<file path="src/rtl/wdog_pkg.sv">
package wdog_pkg;
  localparam int ADDR_W = 8;
  localparam int DATA_W = 32;
  localparam logic [ADDR_W-1:0] OFS_LOAD  = 8'h00;
  localparam logic [ADDR_W-1:0] OFS_COUNT = 8'h04;
  localparam logic [ADDR_W-1:0] OFS_CTRL  = 8'h08;
  localparam logic [ADDR_W-1:0] OFS_ACK   = 8'h0C;
  localparam logic [ADDR_W-1:0] OFS_RAW   = 8'h10;
  localparam logic [ADDR_W-1:0] OFS_MSK   = 8'h14;
  localparam logic [ADDR_W-1:0] OFS_KEY   = 8'h18;
  localparam logic [ADDR_W-1:0] OFS_TSEL  = 8'h1C;
  localparam logic [ADDR_W-1:0] OFS_TPIN  = 8'h20;
  localparam logic [ADDR_W-1:0] OFS_ID0   = 8'h30;
  localparam logic [DATA_W-1:0] UNLOCK_KEY = 32'h1ACC_E551;
endpackage

</file>
<file path="src/rtl/wdog_rst_sync.sv">
module wdog_rst_sync #(
  parameter int STAGES = 2
) (
  input  logic clk,
  input  logic rst_n,
  output logic rst_sync_n
);
  logic [STAGES-1:0] sh_q;

  always_ff @(posedge clk or negedge rst_n) begin
    if (!rst_n) sh_q <= '0;
    else        sh_q <= {sh_q[STAGES-2:0], 1'b1};
  end

  assign rst_sync_n = sh_q[STAGES-1];
endmodule

</file>
<file path="src/rtl/wdog_regs.sv">
module wdog_regs
  import wdog_pkg::*;
#(
  parameter int               CNT_W      = 32,
  parameter logic [CNT_W-1:0] RESET_LOAD = '1,
  parameter int               ID_BYTES   = 4,
  parameter logic [8*ID_BYTES-1:0] ID_WORD = '0
) (
  input  logic              clk,
  input  logic              rst_n,
  input  logic              psel_i,
  input  logic              penable_i,
  input  logic              pwrite_i,
  input  logic [ADDR_W-1:0] paddr_i,
  input  logic [DATA_W-1:0] pwdata_i,
  output logic [DATA_W-1:0] prdata_o,
  input  logic [CNT_W-1:0]  cnt_i,
  input  logic              pend_i,
  output logic              load_wr_o,
  output logic [CNT_W-1:0]  load_new_o,
  output logic [CNT_W-1:0]  load_q_o,
  output logic              ack_wr_o,
  output logic              run_o,
  output logic              rst_en_o,
  output logic              tsel_o,
  output logic [1:0]        tpin_o
);
  logic acc, open_wr, key_wr;
  logic lock_q, lock_d;
  logic [CNT_W-1:0] load_q, wclamp;
  logic run_q, rst_en_q, tsel_q;
  logic [1:0] tpin_q;
  logic load_en, ctrl_en, tsel_en, tpin_en;
  logic [DATA_W-1:0] id_rd;
  logic [ID_BYTES-1:0][DATA_W-1:0] id_words;

  // next-state
  always_comb begin
    acc     = psel_i & penable_i & pwrite_i;
    key_wr  = acc && (paddr_i == OFS_KEY);
    open_wr = acc && !lock_q;
    lock_d  = key_wr ? (pwdata_i != UNLOCK_KEY) : lock_q;
    wclamp  = (pwdata_i[CNT_W-1:0] == '0) ? CNT_W'(1) : pwdata_i[CNT_W-1:0];
    load_en = open_wr && (paddr_i == OFS_LOAD);
    ctrl_en = open_wr && (paddr_i == OFS_CTRL);
    tsel_en = open_wr && (paddr_i == OFS_TSEL);
    tpin_en = open_wr && (paddr_i == OFS_TPIN);
  end

  always_ff @(posedge clk or negedge rst_n) begin
    if (!rst_n) begin
      lock_q   <= 1'b0;
      load_q   <= RESET_LOAD;
      run_q    <= 1'b0;
      rst_en_q <= 1'b0;
      tsel_q   <= 1'b0;
      tpin_q   <= 2'b00;
    end else begin
      lock_q <= lock_d;
      if (load_en) load_q <= wclamp;
      if (ctrl_en) begin
        run_q    <= pwdata_i[0];
        rst_en_q <= pwdata_i[1];
      end
      if (tsel_en) tsel_q <= pwdata_i[0];
      if (tpin_en) tpin_q <= pwdata_i[1:0];
    end
  end

  // identification bytes, one word each
  for (genvar g = 0; g < ID_BYTES; g++) begin : g_id
    assign id_words[g] = (paddr_i == ADDR_W'(OFS_ID0 + 4*g)) ?
                         DATA_W'(ID_WORD[8*g +: 8]) : '0;
  end

  always_comb begin
    id_rd = '0;
    for (int i = 0; i < ID_BYTES; i++) id_rd = id_rd | id_words[i];
  end

  always_comb begin
    case (paddr_i)
      OFS_LOAD:  prdata_o = DATA_W'(load_q);
      OFS_COUNT: prdata_o = DATA_W'(cnt_i);
      OFS_CTRL:  prdata_o = DATA_W'({rst_en_q, run_q});
      OFS_RAW:   prdata_o = DATA_W'(pend_i);
      OFS_MSK:   prdata_o = DATA_W'(pend_i & run_q);
      OFS_KEY:   prdata_o = DATA_W'(lock_q);
      OFS_TSEL:  prdata_o = DATA_W'(tsel_q);
      OFS_TPIN:  prdata_o = DATA_W'(tpin_q);
      default:   prdata_o = id_rd;
    endcase
  end

  assign load_wr_o  = load_en;
  assign load_new_o = wclamp;
  assign load_q_o   = load_q;
  assign ack_wr_o   = open_wr && (paddr_i == OFS_ACK);
  assign run_o      = run_q;
  assign rst_en_o   = rst_en_q;
  assign tsel_o     = tsel_q;
  assign tpin_o     = tpin_q;

  assert_locked_ignore_R9: assert property (@(posedge clk) disable iff (!rst_n)
    (lock_q && acc && paddr_i == OFS_CTRL) |=> $stable({run_q, rst_en_q}));
  assert_key_unlocks_R9: assert property (@(posedge clk) disable iff (!rst_n)
    (acc && paddr_i == OFS_KEY && pwdata_i == UNLOCK_KEY) |=> !lock_q);
  assert_reload_nonzero_R2: assert property (@(posedge clk) disable iff (!rst_n)
    load_q != '0);
endmodule

</file>
<file path="src/rtl/wdog_count.sv">
module wdog_count #(
  parameter int               CNT_W      = 32,
  parameter logic [CNT_W-1:0] RESET_LOAD = '1
) (
  input  logic             clk,
  input  logic             rst_n,
  input  logic             run_i,
  input  logic             rst_en_i,
  input  logic             load_wr_i,
  input  logic [CNT_W-1:0] load_new_i,
  input  logic [CNT_W-1:0] load_q_i,
  input  logic             ack_wr_i,
  output logic [CNT_W-1:0] cnt_o,
  output logic             pend_o,
  output logic             flag_o
);
  logic [CNT_W-1:0] cnt_q, cnt_d;
  logic pend_q, pend_d, flag_q, flag_d;
  logic cnt_en, expire;

  // next-state: reload write > acknowledge > running decrement
  always_comb begin
    cnt_d  = cnt_q;
    pend_d = pend_q;
    flag_d = flag_q;
    expire = 1'b0;
    if (load_wr_i) begin
      cnt_d = load_new_i;
    end else if (ack_wr_i) begin
      cnt_d  = load_q_i;
      pend_d = 1'b0;
    end else if (run_i) begin
      if (cnt_q == CNT_W'(1)) begin
        expire = 1'b1;
        cnt_d  = load_q_i;
        pend_d = 1'b1;
        if (pend_q && rst_en_i) flag_d = 1'b1;
      end else begin
        cnt_d = cnt_q - CNT_W'(1);
      end
    end
    cnt_en = load_wr_i | ack_wr_i | run_i;
  end

  always_ff @(posedge clk or negedge rst_n) begin
    if (!rst_n) begin
      cnt_q  <= RESET_LOAD;
      pend_q <= 1'b0;
      flag_q <= 1'b0;
    end else begin
      if (cnt_en) cnt_q <= cnt_d;
      pend_q <= pend_d;
      flag_q <= flag_d;
    end
  end

  assign cnt_o  = cnt_q;
  assign pend_o = pend_q;
  assign flag_o = flag_q;

  assert_restart_R1: assert property (@(posedge clk) disable iff (!rst_n)
    load_wr_i |=> cnt_q == $past(load_new_i));
  assert_never_zero_R2: assert property (@(posedge clk) disable iff (!rst_n)
    cnt_q != '0);
  assert_hold_stopped_R4: assert property (@(posedge clk) disable iff (!rst_n)
    (!run_i && !load_wr_i && !ack_wr_i) |=> $stable(cnt_q));
  assert_expire_pends_R7: assert property (@(posedge clk) disable iff (!rst_n)
    expire |=> pend_q);
  assert_request_sticky_R7: assert property (@(posedge clk) disable iff (!rst_n)
    flag_q |=> flag_q);
  assert_ack_clears_R8: assert property (@(posedge clk) disable iff (!rst_n)
    (ack_wr_i && !load_wr_i) |=> !pend_q);
endmodule

</file>
<file path="src/rtl/wdog_pins.sv">
module wdog_pins (
  input  logic       clk,
  input  logic       rst_n,
  input  logic       tsel_i,
  input  logic [1:0] tpin_i,
  input  logic       pend_i,
  input  logic       run_i,
  input  logic       flag_i,
  input  logic       rst_en_i,
  output logic       irq_o,
  output logic       rst_req_o
);
  always_comb begin
    if (tsel_i) begin
      irq_o     = tpin_i[0];
      rst_req_o = tpin_i[1];
    end else begin
      irq_o     = pend_i & run_i;
      rst_req_o = flag_i & rst_en_i;
    end
  end

  assert_irq_gated_R4: assert property (@(posedge clk) disable iff (!rst_n)
    (!tsel_i && !run_i) |-> !irq_o);
  assert_reset_gated_R5: assert property (@(posedge clk) disable iff (!rst_n)
    (!tsel_i && !rst_en_i) |-> !rst_req_o);
  assert_test_pins_R10: assert property (@(posedge clk) disable iff (!rst_n)
    tsel_i |-> (irq_o == tpin_i[0] && rst_req_o == tpin_i[1]));
endmodule

</file>
<file path="src/rtl/wdog_lockable.sv">
module wdog_lockable
  import wdog_pkg::*;
#(
  parameter int               CNT_W      = 32,
  parameter logic [CNT_W-1:0] RESET_LOAD = '1,
  parameter int               ID_BYTES   = 4,
  parameter logic [8*ID_BYTES-1:0] ID_WORD = 32'h5744_4F47
) (
  input  logic              clk,
  input  logic              rst_n,
  input  logic              psel,
  input  logic              penable,
  input  logic              pwrite,
  input  logic [ADDR_W-1:0] paddr,
  input  logic [DATA_W-1:0] pwdata,
  output logic [DATA_W-1:0] prdata,
  output logic              irq_o,
  output logic              rst_req_o
);
  logic rst_sync_n;
  logic load_wr, ack_wr, run, rst_en, tsel, pend, flag;
  logic [CNT_W-1:0] load_new, load_q, cnt;
  logic [1:0] tpin;

  wdog_rst_sync #(.STAGES(2)) u_sync (
    .clk(clk), .rst_n(rst_n), .rst_sync_n(rst_sync_n));

  wdog_regs #(.CNT_W(CNT_W), .RESET_LOAD(RESET_LOAD),
              .ID_BYTES(ID_BYTES), .ID_WORD(ID_WORD)) u_regs (
    .clk(clk), .rst_n(rst_sync_n),
    .psel_i(psel), .penable_i(penable), .pwrite_i(pwrite),
    .paddr_i(paddr), .pwdata_i(pwdata), .prdata_o(prdata),
    .cnt_i(cnt), .pend_i(pend),
    .load_wr_o(load_wr), .load_new_o(load_new), .load_q_o(load_q),
    .ack_wr_o(ack_wr), .run_o(run), .rst_en_o(rst_en),
    .tsel_o(tsel), .tpin_o(tpin));

  wdog_count #(.CNT_W(CNT_W), .RESET_LOAD(RESET_LOAD)) u_count (
    .clk(clk), .rst_n(rst_sync_n),
    .run_i(run), .rst_en_i(rst_en),
    .load_wr_i(load_wr), .load_new_i(load_new), .load_q_i(load_q),
    .ack_wr_i(ack_wr),
    .cnt_o(cnt), .pend_o(pend), .flag_o(flag));

  wdog_pins u_pins (
    .clk(clk), .rst_n(rst_sync_n),
    .tsel_i(tsel), .tpin_i(tpin), .pend_i(pend), .run_i(run),
    .flag_i(flag), .rst_en_i(rst_en),
    .irq_o(irq_o), .rst_req_o(rst_req_o));
endmodule

</file>
<file path="config.mk">
export PLATFORM = sky130hd
export DESIGN_NAME = wdog_lockable
export DESIGN_NICKNAME = d
export VERILOG_FILES = /design/src/rtl/wdog_pkg.sv /design/src/rtl/wdog_rst_sync.sv /design/src/rtl/wdog_regs.sv /design/src/rtl/wdog_count.sv /design/src/rtl/wdog_pins.sv /design/src/rtl/wdog_lockable.sv
export SDC_FILE = /design/constraint.sdc
export NUM_CORES = 1
export LEC_CHECK = 0
export BUFFER_PORTS_ARGS = -buffer_cell sky130_fd_sc_hd__buf_2
export CAP_MARGIN = 20
export CORE_UTILIZATION = 61
export CTS_CLUSTER_DIAMETER = 100
export DETAILED_ROUTE_END_ITERATION = 12
export HOLD_SLACK_MARGIN = 0.12
export PLACE_DENSITY_LB_ADDON = 0.25
export SLEW_MARGIN = 20
export SYNTH_ARGS = -nofsm -noshare
export SYNTH_HDL_FRONTEND = slang
export SYNTH_SLANG_ARGS = --single-unit
</file>
<file path="constraint.sdc">
create_clock -name clk -period 4 [get_ports clk]
set_input_delay 0.2 -clock clk [delete_from_list [all_inputs] [get_ports clk]]
set_output_delay 0.2 -clock clk [all_outputs]
set_load 0.02 [all_outputs]
</file>
==> summary.md <==
| Metric | Value |
|---|---|
| Status | `finished clean` |
| Clock skew | `~0.0080 ns` |
| Worst Path Required | `4.31 ns` |
| Clock transition at path regs | `0.08 ns` |
| Syn_area_per_cell | `8.56 um^2` |
| Die footprint | `0.00795 mm^2` |
| Core Rows | `31` |
| # IOs | `79` |
| Hpwl dp | `around 11 mm` |
| Remaining routing DRC violations | `0` |
| Final ANT Viol Nets | `0` |
| Max cap viols | `0` |
| DR vias | `roughly 5200` |
| Share of cells above drive strength 1 | `0.300` |
| Layout net count | `between 600 and 700` |
| CTS tree | `built` |
| Cells resized by post-CTS repair | `0` |
| Max clock buf depth | `2` |
| Crit-path max FO | `7` |
| Tcrit/Tclk final | `0.709` |
| Clk_lat worst skew | `roughly 0.37 ns` |
| Syn Inst Count | `542` |
| Initial antenna violation count | `0` |
| Syn Nets | `589` |
| # port buffers | `78` |
| Post-synth EDFFs | `0` |
| Number of antenna diodes | `0` |
| Unrepaired setup endpoints after global routing | `no` |
| Initial drt markers | `552` |
| Hold Buf Count CTS | `28` |
| Grt total ovfl | `0` |
| Leak pwr | `between 2 and 2.5 nW` |
| Worst EP arrival | `3.15 ns` |
| Total GRT Usage | `0.424` |
| Ratio of total power to cell area | `around 380 mW/mm^2` |
| Core Area | `roughly 0.0073 mm^2` |
| Area grow syn2layout | `21.2%` |
| Layout Utilization | `0.771` |
| First-pass GRT wire length | `25.0 mm` |
| Num CTS Buffers | `9` |
| Rel. slew slack | `0.463` |
| Final setup fails | `0` |
| Critical path class | `reg2reg` |
| CP startpoint kind | `flop` |
| Ys async rst share | `1.00` |
| TNS Setup | `0 ns` |
| Post CTS Setup Buffer Count | `0` |
| Library cells used by synthesis | `66` |
| Clock sinks | `74` |
| R2r setup slk | `around 1.2 ns` |
| Largest net degree at the start of global routing | `42` |
| Fmax | `between 300 and 400 MHz` |
| Post-layout min period | `2.84 ns` |
| Initial DRT Pass Iterations | `5` |
| Routability congestion estimate | `1.03` |
| Via density | `~6.9` |
| Die Span Y | `approximately 90 um` |
| Seq/Total Area, Yosys | `0.417` |
| Synth Warn # | `0` |
| Yosys reg bits | `between 70 and 80` |
| Wire per inst | `21.3 um` |
| Worst Hold Class | `in2reg` |
| Final WL | `between 15 and 20 mm` |
| Worst slew pin tran | `slightly above 0.8 ns` |
| Slew Limit Fails | `0` |
| H-Tree Depth | `3` |
| Initial Util | `0.636` |
| Primary FF master, synth | `dfstp_2` |
| Post-Syn Area | `0.00464 mm^2` |
| Final hold violations | `0` |
| Vias in the first global route | `4792` |
| Root buffer cell | `clkbuf_8` |
| Die W | `89.2 um` |
| Worst Setup End Kind | `flop` |
| Peak VDD IR | `243 uV` |
[critical path, stage by stage, from the launching register on]
cell and delay, ns:
dfstp_2 0.40, inv_1 0.11, ha_1 0.27, nor4b_1 0.52, nand2_1 0.35, nor3_1 0.59, nand2_1 0.16, o31a_1 0.30
nand3_1 0.08
[synth_stat cells (9+ instances only)]
library cell / number / share of area
dfrtp_1: 10 / 0.054
a21oi_1: 16 / 0.017
nor2_1: 34 / 0.028
nand2_1: 130 / 0.11
clkbuf_1: 20 / 0.016
nand3_1: 29 / 0.031
a32oi_1: 9 / 0.017
a22o_1: 26 / 0.049
nand4_1: 16 / 0.022
o21ai_0: 16 / 0.017
a22oi_1: 12 / 0.019
nor4_1: 22 / 0.030
dfstp_2: 64 / 0.36
nor3_1: 18 / 0.019
[power by group]
| group | switching [mW] | internal (mW) | leakage (nW) | total (mW) |
|---|---|---|---|---|
| Clock | 0.304 | 0.417 | 0.113 | 0.721 |
| Combinational | 0.269 | 0.205 | 1.50 | 0.474 |
| Sequential | 0.102 | 0.833 | 0.796 | 0.935 |
[path summary, 6_finish.rpt]
| check | startpoint | cells past startpoint | end |
|---|---|---|---|
| max | u_count.cnt_o[0]$_DFFE_PN1P_ | 8 | u_count.cnt_o[22]$_DFFE_PN1P_ |
| min | pwdata[1] | 3 | u_regs.load_q_o[1]$_DFFE_PN1P_ |
| max reg2reg | u_count.cnt_o[0]$_DFFE_PN1P_ | 8 | u_count.cnt_o[22]$_DFFE_PN1P_ |
| min reg2reg | u_sync.sh_q[0]$_DFF_PN0_ | 0 | u_sync.sh_q[1]$_DFF_PN0_ |
| max in group asynchronous | u_sync.sh_q[1]$_DFF_PN0_ | 1 | u_regs.load_q_o[16]$_DFFE_PN1P_ |
| min in group asynchronous | rst_n | 2 | u_sync.sh_q[1]$_DFF_PN0_ |
[layer usage]
layer | up-vias | track usage | wire [um]
met3 | 76 | 0.102 | 1910
met1 | 2452 | 0.572 | 6140
met5 | - | 0 | 0
met2 | 405 | 0.648 | 7200
met4 | 0 | 0.190 | 580
li1 | 2224 | - | -
[stage by stage]
stage                     setup WS (ns)  hold WS, ns  instances  area (um^2)  total power, mW
final                              1.16        0.134        743         5620             2.13
after CTS                         0.998        0.126        743         5620             2.12
after detailed placement           1.02      -0.0146        699         5090             1.38
after floorplan                    1.62      -0.0956        542         4640             1.23
after global placement             1.13      -0.0159        699         5090             1.37
after global routing              0.874        0.124        743         5620             2.22
[registers in the layout, summed over array words and instances, names as in the netlist]
register,flops
u_count.cnt_o,32
u_regs.load_q_o,32
u_regs.tpin_o,2
u_sync.sh_q,2
u_count.flag_o,1
u_count.pend_o,1
u_regs.lock_q,1
u_regs.rst_en_o,1
u_regs.run_o,1
u_regs.tsel_o,1
[placed cells by master, fill, tap and decap left out, drive strengths merged, types with 18 or more instances in the layout]
master         n
buf           90
nor2          36
nor4          24
dlygate4sd3   28
nand3         30
nor3          20
dfstp         64
o21ai         18
a22o          26
nand2        132
[final cells by class]
cell class	count	area (um^2)
clock buffers	10	128
clock inverters	6	114
fillers	560	1670
inverters	4	15.0
multi-input cells	432	2550
flip-flops and latches	74	1930
well taps	99	124
repair buffers	118	761
[cell families (layout without fill, tap and decap cells)]
kind of cell	count (synthesis)	count (layout)	share of synthesized area
compound gates	118	118	0.191
xor+xnor	6	6	0.0113
fa+ha+maj	2	2	0.00540
buf+inv	36	138	0.0370
flops	74	74	0.417
mux	10	10	0.0232
other cells	1	1	0.000809
simple gates	295	295	0.315
Power figures use the tool's default switching activity.
